[src/rtl/tas_pkg.sv]
package tas_pkg;

  typedef enum logic [2:0] {
    ST_IDLE,
    ST_ARB,
    ST_READ,
    ST_WRITE,
    ST_WAIT,
    ST_OWN,
    ST_RARB,
    ST_RWRITE
  } tas_state_t;

  // Next retry delay: double the present one, clipped at the ceiling.
  function automatic int unsigned backoff_next(int unsigned cur, int unsigned cap);
    int unsigned dbl;
    dbl = cur * 2;
    return (dbl > cap) ? cap : dbl;
  endfunction

endpackage

[src/rtl/tas_backoff.sv]
module tas_backoff #(
  parameter int unsigned MAX_DELAY = 16,
  localparam int DLY_W = $clog2(MAX_DELAY + 1)
) (
  input  logic             clk,
  input  logic             rst_n,
  input  logic             load,
  input  logic             clear,
  input  logic             run,
  output logic             expired,
  output logic [DLY_W-1:0] delay
);
  import tas_pkg::*;

  logic [DLY_W-1:0] cnt;

  always_ff @(posedge clk) begin
    if (!rst_n) begin
      delay <= DLY_W'(1);
      cnt   <= '0;
    end else if (load) begin
      cnt   <= delay;
      delay <= DLY_W'(backoff_next(32'(delay), MAX_DELAY));
    end else begin
      if (clear) delay <= DLY_W'(1);
      if (run && cnt != '0) cnt <= cnt - 1'b1;
    end
  end

  assign expired = run && (cnt == DLY_W'(1));

  AST_BO_GROWS: assert property (@(posedge clk) disable iff (!rst_n)
    load |=> (delay >= $past(delay)));
  AST_BO_CEILING: assert property (@(posedge clk) disable iff (!rst_n)
    (delay <= DLY_W'(MAX_DELAY)) && (delay != '0));
  AST_BO_RESTART: assert property (@(posedge clk) disable iff (!rst_n)
    clear |=> (delay == DLY_W'(1)));

endmodule

[src/rtl/tas_ctrl.sv]
module tas_ctrl (
  input  logic clk,
  input  logic rst_n,
  input  logic acq_req,
  input  logic rel_req,
  input  logic bus_gnt,
  input  logic mem_ready,
  input  logic mem_rdata,
  input  logic bo_expired,
  output logic owned,
  output logic bus_req,
  output logic bus_lock,
  output logic mem_valid,
  output logic mem_we,
  output logic mem_wdata,
  output logic tas_win,
  output logic tas_lose,
  output logic bo_run
);
  import tas_pkg::*;

  tas_state_t state, state_nx;
  logic       old_val;
  logic       rd_done;
  logic       rel_done;

  assign rd_done  = (state == ST_READ)   && mem_ready;
  assign tas_win  = (state == ST_WRITE)  && mem_ready && !old_val;
  assign tas_lose = (state == ST_WRITE)  && mem_ready &&  old_val;
  assign rel_done = (state == ST_RWRITE) && mem_ready;
  assign bo_run   = (state == ST_WAIT);

  always_comb begin
    state_nx = state;
    unique case (state)
      ST_IDLE:   if (acq_req)    state_nx = ST_ARB;
      ST_ARB:    if (bus_gnt)    state_nx = ST_READ;
      ST_READ:   if (rd_done)    state_nx = ST_WRITE;
      ST_WRITE:  if (tas_win)    state_nx = ST_OWN;
                 else if (tas_lose) state_nx = ST_WAIT;
      ST_WAIT:   if (bo_expired) state_nx = ST_ARB;
      ST_OWN:    if (rel_req)    state_nx = ST_RARB;
      ST_RARB:   if (bus_gnt)    state_nx = ST_RWRITE;
      ST_RWRITE: if (rel_done)   state_nx = ST_IDLE;
      default:                   state_nx = ST_IDLE;
    endcase
  end

  always_ff @(posedge clk) begin
    if (!rst_n) begin
      state   <= ST_IDLE;
      old_val <= 1'b0;
    end else begin
      state <= state_nx;
      if (rd_done) old_val <= mem_rdata;
    end
  end

  assign owned     = (state == ST_OWN) || (state == ST_RARB) || (state == ST_RWRITE);
  assign bus_req   = (state == ST_ARB) || (state == ST_READ) || (state == ST_WRITE) ||
                     (state == ST_RARB) || (state == ST_RWRITE);
  assign bus_lock  = (state == ST_READ) || (state == ST_WRITE);
  assign mem_valid = (state == ST_READ) || (state == ST_WRITE) || (state == ST_RWRITE);
  assign mem_we    = (state == ST_WRITE) || (state == ST_RWRITE);
  assign mem_wdata = (state == ST_WRITE);

  AST_ACCESS_HAS_GNT: assert property (@(posedge clk) disable iff (!rst_n)
    mem_valid |-> bus_gnt);
  AST_READ_LOCKED: assert property (@(posedge clk) disable iff (!rst_n)
    (mem_valid && !mem_we) |-> bus_lock);
  AST_WRITE_FOLLOWS_READ: assert property (@(posedge clk) disable iff (!rst_n)
    rd_done |=> (mem_valid && mem_we && mem_wdata && bus_lock));
  AST_LOCK_DROPS: assert property (@(posedge clk) disable iff (!rst_n)
    (tas_win || tas_lose) |=> !bus_lock);
  AST_WIN_OWNS: assert property (@(posedge clk) disable iff (!rst_n)
    tas_win |=> owned);
  AST_LOSE_NOT_OWNED: assert property (@(posedge clk) disable iff (!rst_n)
    tas_lose |=> !owned);
  AST_RELEASE_UNLOCKED: assert property (@(posedge clk) disable iff (!rst_n)
    (mem_valid && mem_we && !mem_wdata) |-> !bus_lock);
  AST_RELEASE_ENDS: assert property (@(posedge clk) disable iff (!rst_n)
    rel_done |=> !owned);

endmodule

[src/rtl/tas_lock_agent.sv]
module tas_lock_agent #(
  parameter int unsigned MAX_DELAY = 16
) (
  input  logic clk,
  input  logic rst_n,
  input  logic acq_req,
  input  logic rel_req,
  output logic owned,
  output logic bus_req,
  input  logic bus_gnt,
  output logic bus_lock,
  output logic mem_valid,
  output logic mem_we,
  output logic mem_wdata,
  input  logic mem_rdata,
  input  logic mem_ready
);
  localparam int DLY_W = $clog2(MAX_DELAY + 1);

  logic             tas_win;
  logic             tas_lose;
  logic             bo_run;
  logic             bo_expired;
  logic [DLY_W-1:0] bo_delay;

  tas_ctrl u_ctrl (
    .clk        (clk),
    .rst_n      (rst_n),
    .acq_req    (acq_req),
    .rel_req    (rel_req),
    .bus_gnt    (bus_gnt),
    .mem_ready  (mem_ready),
    .mem_rdata  (mem_rdata),
    .bo_expired (bo_expired),
    .owned      (owned),
    .bus_req    (bus_req),
    .bus_lock   (bus_lock),
    .mem_valid  (mem_valid),
    .mem_we     (mem_we),
    .mem_wdata  (mem_wdata),
    .tas_win    (tas_win),
    .tas_lose   (tas_lose),
    .bo_run     (bo_run)
  );

  tas_backoff #(.MAX_DELAY(MAX_DELAY)) u_backoff (
    .clk     (clk),
    .rst_n   (rst_n),
    .load    (tas_lose),
    .clear   (tas_win),
    .run     (bo_run),
    .expired (bo_expired),
    .delay   (bo_delay)
  );

  AST_RETRY_WAITS: assert property (@(posedge clk) disable iff (!rst_n)
    tas_lose |=> !bus_req);

endmodule

[config.mk]
export PLATFORM = sky130hd
export DESIGN_NAME = tas_lock_agent
export DESIGN_NICKNAME = d
export VERILOG_FILES = /design/src/rtl/tas_pkg.sv /design/src/rtl/tas_backoff.sv /design/src/rtl/tas_ctrl.sv /design/src/rtl/tas_lock_agent.sv
export SDC_FILE = /design/constraint.sdc
export NUM_CORES = 1
export LEC_CHECK = 0
export ABC_AREA = 1
export BUFFER_PORTS_ARGS = -buffer_cell sky130_fd_sc_hd__buf_4
export CORE_MARGIN = 2
export CORE_UTILIZATION = 55
export CTS_CLUSTER_SIZE = 16
export DETAILED_ROUTE_END_ITERATION = 7
export PLACE_DENSITY = 0.74
export SLEW_MARGIN = 10
export SYNTH_ARGS = -nofsm -noshare
export SYNTH_HDL_FRONTEND = slang
export SYNTH_SLANG_ARGS = --single-unit
[constraint.sdc]
create_clock -name clk -period 1.9 [get_ports clk]
set_clock_uncertainty 0.1 [all_clocks]
set_input_delay 0.19 -clock clk [delete_from_list [all_inputs] [get_ports clk]]
set_output_delay 0.19 -clock clk [all_outputs]
set_load 0.1 [all_outputs]
Yosys cells after proc, flatten, opt, wreduce, memory -nomap -nowiden
Cells that the tools add are included.
Word-level totals
  logic and storage cells: 59
  bits of input ports: 7
  bits in registers: 14
Operators by class
  equality and inequality tests: 16
  magnitude comparators: 1
  add/subtract/negate cells: 1
  mux-type cells: 15
  reduce and logical (&&, ||, !) cells: 22
Operators with widths (number)
  $mux W3: 9
  $mux W5: 5
  $pmux W3 S8: 1
  $eq A3 B3 Y1 const B: 4
  $ne A2 B2 Y1 const B: 5
  $logic_or A1 B1 Y1: 9
  $reduce_and A8 Y1: 1
  $logic_and A1 B1 Y1: 7
  $eq A3 B2 Y1 const B: 2
  $gt A6 B5 Y1 const B: 1
  $eq A5 B1 Y1 const B: 1
  $reduce_bool A5 Y1: 1
  $sub A5 B1 Y5 const B: 1
  $ne A2 B1 Y1 const B: 2
  $reduce_bool A2 Y1: 2
  $eq A3 B1 Y1 const B: 1
  $logic_not A3 Y1: 1
  $ne A3 B1 Y1 const B: 1
  $logic_not A1 Y1: 1

Depth between registers and ports, before layout
  word-level depth: 6
  mapped depth: 10
  depth with buffers taken out: 9

Cells and area by module
Synthesis repeated with hierarchy kept, for this count alone.
Unflattened totals
  cells, all modules: 136
  area, all modules: 953.4 um^2
By module, submodules not included
  tas_backoff: cells an instance 77, sequential area each 200.2 um^2, times used 1, area an instance 549.3 um^2
  tas_ctrl: cells an instance 59, sequential area each 80.1 um^2, times used 1, area an instance 404.1 um^2

Worst setup path before layout
OpenSTA, ideal clock, no wires.
  kind: reg-to-reg
  from: register u_ctrl.state[1]
  to: register u_ctrl.state[0]
  path slack: -0.516 ns
  cell stages (with the launch flop): 8
  arrival: 2.252 ns
  library setup time: 0.064 ns
  period minus slack after synthesis: 2.416 ns
  required time: 1.736 ns
  path through: dfxtp_1 > buf_6 > inv_1 > nor2_1 > a31oi_1 > nand3_1 > nand2_1 > nor2_1
On the way
  word-level cells in the longest chain between the ends: 5
  elaborated cells between the ends (all ways): 25
Ends and longest elaborated chain
  from (decl): RTL line tas_ctrl.sv:22  | tas_state_t state, state_nx;
  from (signal assigned): RTL line tas_ctrl.sv:54  | state <= state_nx;
  $eq A3 B2 Y1: RTL line tas_ctrl.sv:28, tas_ctrl.sv:29, tas_ctrl.sv:35
  $logic_and A1 B1 Y1: RTL line tas_ctrl.sv:28, tas_ctrl.sv:29
  $logic_and A1 B1 Y1, on equally long branches: RTL line tas_ctrl.sv:28, tas_ctrl.sv:29
  $ne A3 B1 Y1 (no line) / $mux W3 (equally long branches)
  $reduce_and A8 Y1 (no line) / $pmux W3 S8 (equally long branches)
Several ways; a longest one is shown, not always the timed one.
A chain may end at the register's enable or synchronous reset.

Worst setup path after layout
  from: register u_ctrl.state[1]
  to: output mem_wdata
On the way
  word-level cells in the longest chain between the ends: 1
Ends and longest elaborated chain
  $eq A3 B2 Y1: RTL line tas_ctrl.sv:65  | assign mem_wdata = (state == ST_WRITE);
  to (decl): RTL line tas_lock_agent.sv:14  | output logic mem_wdata,
No other way between the ends.

==> metrics.md <==
| Metric | Value |
|---|---|
| Ratio of cells with drive above 1 in the final layout | `18.9%` |
| All-layer global routing usage | `21.5%` |
| H-tree levels | `1` |
| Average routed wire per standard cell | `10.5 um` |
| Number of antenna cells inserted | `0` |
| Drt drc | `0` |
| Worst setup slack after placement | `358 ps` |
| Number of synthesized flops with an enable pin | `0` |
| Maximum net fanout on the critical path | `11` |
| Net count after synthesis | `155` |
| Min Tclk post-route | `1790 ps` |
| I/O pin count | `13` |
| Internal reg-to-reg setup slack | `400 ps` |
| Cell depth of the worst hold path | `2` |
| Cell area after technology mapping | `910 um^2` |
| Synth top area share | `30.8%` |
| Final Slew Violations | `0` |
| Effective utilization at floorplan | `59.7%` |
| Startpoint of the worst register-to-register path | `u_ctrl.state[1]` |
| Cell Rows | `14` |
| Remaining antenna violation count after routing | `0` |
| Core region area | `1520 um^2` |
| Largest stage delay on the critical path | `570 ps` |
| Share of the clock period used by the worst path | `94.3%` |
| Arrival @ worst endpoint | `1500 ps` |
| Standard cell with the maximum stage delay on the critical path | `sky130_fd_sc_hd__dfxtp_1` |
| Hold violation count in the final report | `0` |
| Post-detail-place hpwl | `1.43 mm` |
| Post-CTS clock slew at the launch and capture registers of the worst setup and hold paths | `90 ps` |
| Number of buffers added on ports | `12` |
| Launch point of the critical path | `u_ctrl.state[1]` |
| Cell total after placement | `171` |
| Setup Crit Path Kind | `reg2out` |
| Die X | `44.7 um` |
| Non-filler cells, final | `175` |
| Setup repair after global routing missed its margin | `no` |
| Status | `finished, final reports clean` |
| Worst Setup End Kind | `output pin` |
| Sequential element share of the synthesized area | `30.8%` |
| Peak clock frequency supported by timing | `558 MHz` |
| Final worst setup slack | `108 ps` |
| Required time of the critical path | `1610 ps` |
| Min-Delay Startpoint | `rst_n` |
| Total negative setup slack | `0 ps` |
| Flop and latch count out of synthesis | `14` |
| Number of buffers created by CTS | `3` |
| Worst-path cell chain | `nand2_2 > nor2_4 > buf_4` |
| Leading cell types by total area after synthesis | `sky130_fd_sc_hd__dfxtp_1 (31%), sky130_fd_sc_hd__nand3_1 (13%), sky130_fd_sc_hd__nand2_1 (13%)` |
| Mean number of vias per cell | `5.12` |
| End of the worst hold path | `u_backoff.delay[0]` |
| Most common flop cell mapped by yosys | `sky130_fd_sc_hd__dfxtp_1` |
| Latest clock arrival within the worst-skew pair | `280 ps` |
| Total setup violations reported at the end of the flow | `0` |
| Worst-Margin Slew | `391 ps` |
| Length of the first detailed-routing pass in iterations | `4` |
| Maximum resistive drop on vdd | `1260 uV` |
| Number of buffers between clock root and the deepest sink | `2` |
| Number of global-route vias before repair | `819` |
| Ys async rst share | `0%` |
| Worst setup SP type | `flop` |
| Wire length of the first global-routing pass | `3.22 mm` |
| Number of antenna violations at the first check in global routing | `0` |
| Number of nets at the end of the flow | `169` |
| Post-synth top area cell | `sky130_fd_sc_hd__dfxtp_1` |
| WHS | `56.6 ps` |
| Clock tree from TritonCTS | `built` |
| Via count of the routed design | `896` |
| Layout Area Growth over Synthesis | `14.4%` |
| GRT overflow | `0` |
| Post CTS Setup Buffer Count | `0` |
| Max_slew headroom | `73.9%` |
| Gp weighted congestion | `0.936` |
| Gate count of the mapped netlist | `146` |
| Pin count of the biggest net entering global routing | `12` |
| Number of maximum-capacitance violations | `0` |
| Mapped Avg Cell Area | `6.23 um^2` |
| Number of distinct standard cells referenced by the synthesized netlist | `23` |
| Buf+Inv Stages, Crit Path | `1` |
| Total non-filler cell area in the finished layout | `1040 um^2` |
| Cell leakage power | `0.000524 uW` |
| Power per cell area | `1330 nW/um^2` |
| DR iter-0 viols | `31` |
| Floorplan die height | `44.7 um` |
| Routed wire length | `1.84 mm` |
| Clk sink count | `14` |
| Crit path max-delay family | `flip-flops` |
| Critical R2R Capture | `u_backoff.cnt[1]` |
| Root Buffer Master | `sky130_fd_sc_hd__clkbuf_4` |
| Depth of the most critical reg-to-reg path | `8` |
| Area after DPL | `1000 um^2` |
| Yosys synthesis warning count | `0` |
| Min-Delay Path Class | `in2reg` |
| Floorplan die area | `1990 um^2` |
## worst reg2reg max path, cell delays in order, from the launching register on
cell and delay, ps:
sky130_fd_sc_hd__dfxtp_1 570, sky130_fd_sc_hd__nand2_2 150, sky130_fd_sc_hd__nor2_4 180, sky130_fd_sc_hd__nand3_4 130, sky130_fd_sc_hd__clkinv_4 100, sky130_fd_sc_hd__nand2_1 60
sky130_fd_sc_hd__nand3_1 80, sky130_fd_sc_hd__nand2_1 50, sky130_fd_sc_hd__inv_1 40
## worst max-delay path by stage
stage | cells after the start | end | slack, ps
final | 3 | mem_wdata | 110
after detailed placement | 7 | u_ctrl.state[0] | 360
after CTS | 3 | mem_wdata | 110
after global routing | 3 | mem_wdata | 40
after floorplan | 7 | u_ctrl.state[0] | 20
after global placement | 7 | u_ctrl.state[0] | 350
## per-stage QoR
stage,util (%),power (uW)
floorplan,-,1040
global placement,65.8,1160
detailed placement,65.8,1160
CTS,68.2,1390
global route,68.3,1460
finish,68.3,1380
## cell usage in the layout (no fill, tap or decap), types with 2 or more instances in the layout
cell,instances
sky130_fd_sc_hd__nand2_1,31
sky130_fd_sc_hd__nand3_1,24
sky130_fd_sc_hd__inv_1,21
sky130_fd_sc_hd__nor2_1,19
sky130_fd_sc_hd__dfxtp_1,13
sky130_fd_sc_hd__buf_4,12
sky130_fd_sc_hd__a21oi_1,7
sky130_fd_sc_hd__nand2_2,4
sky130_fd_sc_hd__inv_2,3
sky130_fd_sc_hd__nor2_2,3
sky130_fd_sc_hd__a31oi_1,3
sky130_fd_sc_hd__clkbuf_4,3
sky130_fd_sc_hd__nand4_1,2
sky130_fd_sc_hd__o21ai_1,2
sky130_fd_sc_hd__ha_1,2
## cells by family after synthesis
group	share of synthesized area (%)
DFF	30.8
and+or+nand+nor	45.3
buffers and inverters	13.2
AOI/OAI and AO/OA	7.01
xor gates and xnor gates	0.963
adders and majority gates	2.75
## power by group
| group | switching, uW | total (uW) | internal (uW) |
|---|---|---|---|
| Clock | 100 | 217 | 117 |
| Sequential | 74.4 | 402 | 328 |
| Combinational | 573 | 762 | 189 |
| Total | 747 | 1380 | 633 |
## synthesized netlist by cell type (all sizes together) (2+ instances only)
master / n
nand2: 35
a31oi: 3
nor2: 23
ha: 2
buf: 3
nand4: 2
inv: 24
nand3: 25
o21ai: 2
a21oi: 7
dfxtp: 14
or2: 2
## cell type report
cell class | count | area, um^2
Tap cell | 16 | 20.0
Clock buffer | 4 | 36.3
Sequential cell | 14 | 282
Fill cell | 140 | 483
Inverter | 25 | 98.8
Timing Repair Buffer | 12 | 90.1
Multi-Input combinational cell | 104 | 514
## flip-flops by register name, summed over array words and instances, names as in the netlist
register and count:
u_backoff.cnt 5, u_backoff.delay 5, u_ctrl.old_val 1, u_ctrl.state 3
## metal layers
| metal | share of wire, % | track usage (%) | vias to the layer above |
|---|---|---|---|
| li1 | - | - | 491 |
| met1 | 51 | 29.7 | 386 |
| met2 | 45 | 33.0 | 15 |
| met3 | 2.8 | 4.08 | 4 |
| met4 | 1.8 | 8.48 | 0 |
| met5 | 0 | 0 | - |
## repair_timing
| item | in CTS | in global routing |
|---|---|---|
| gates resized for setup | 0 | 1 |
| hold buffers | 0 | 0 |
| endpoints found under the setup margin | 0 | 1 |
(Power assumes the default switching activity.)
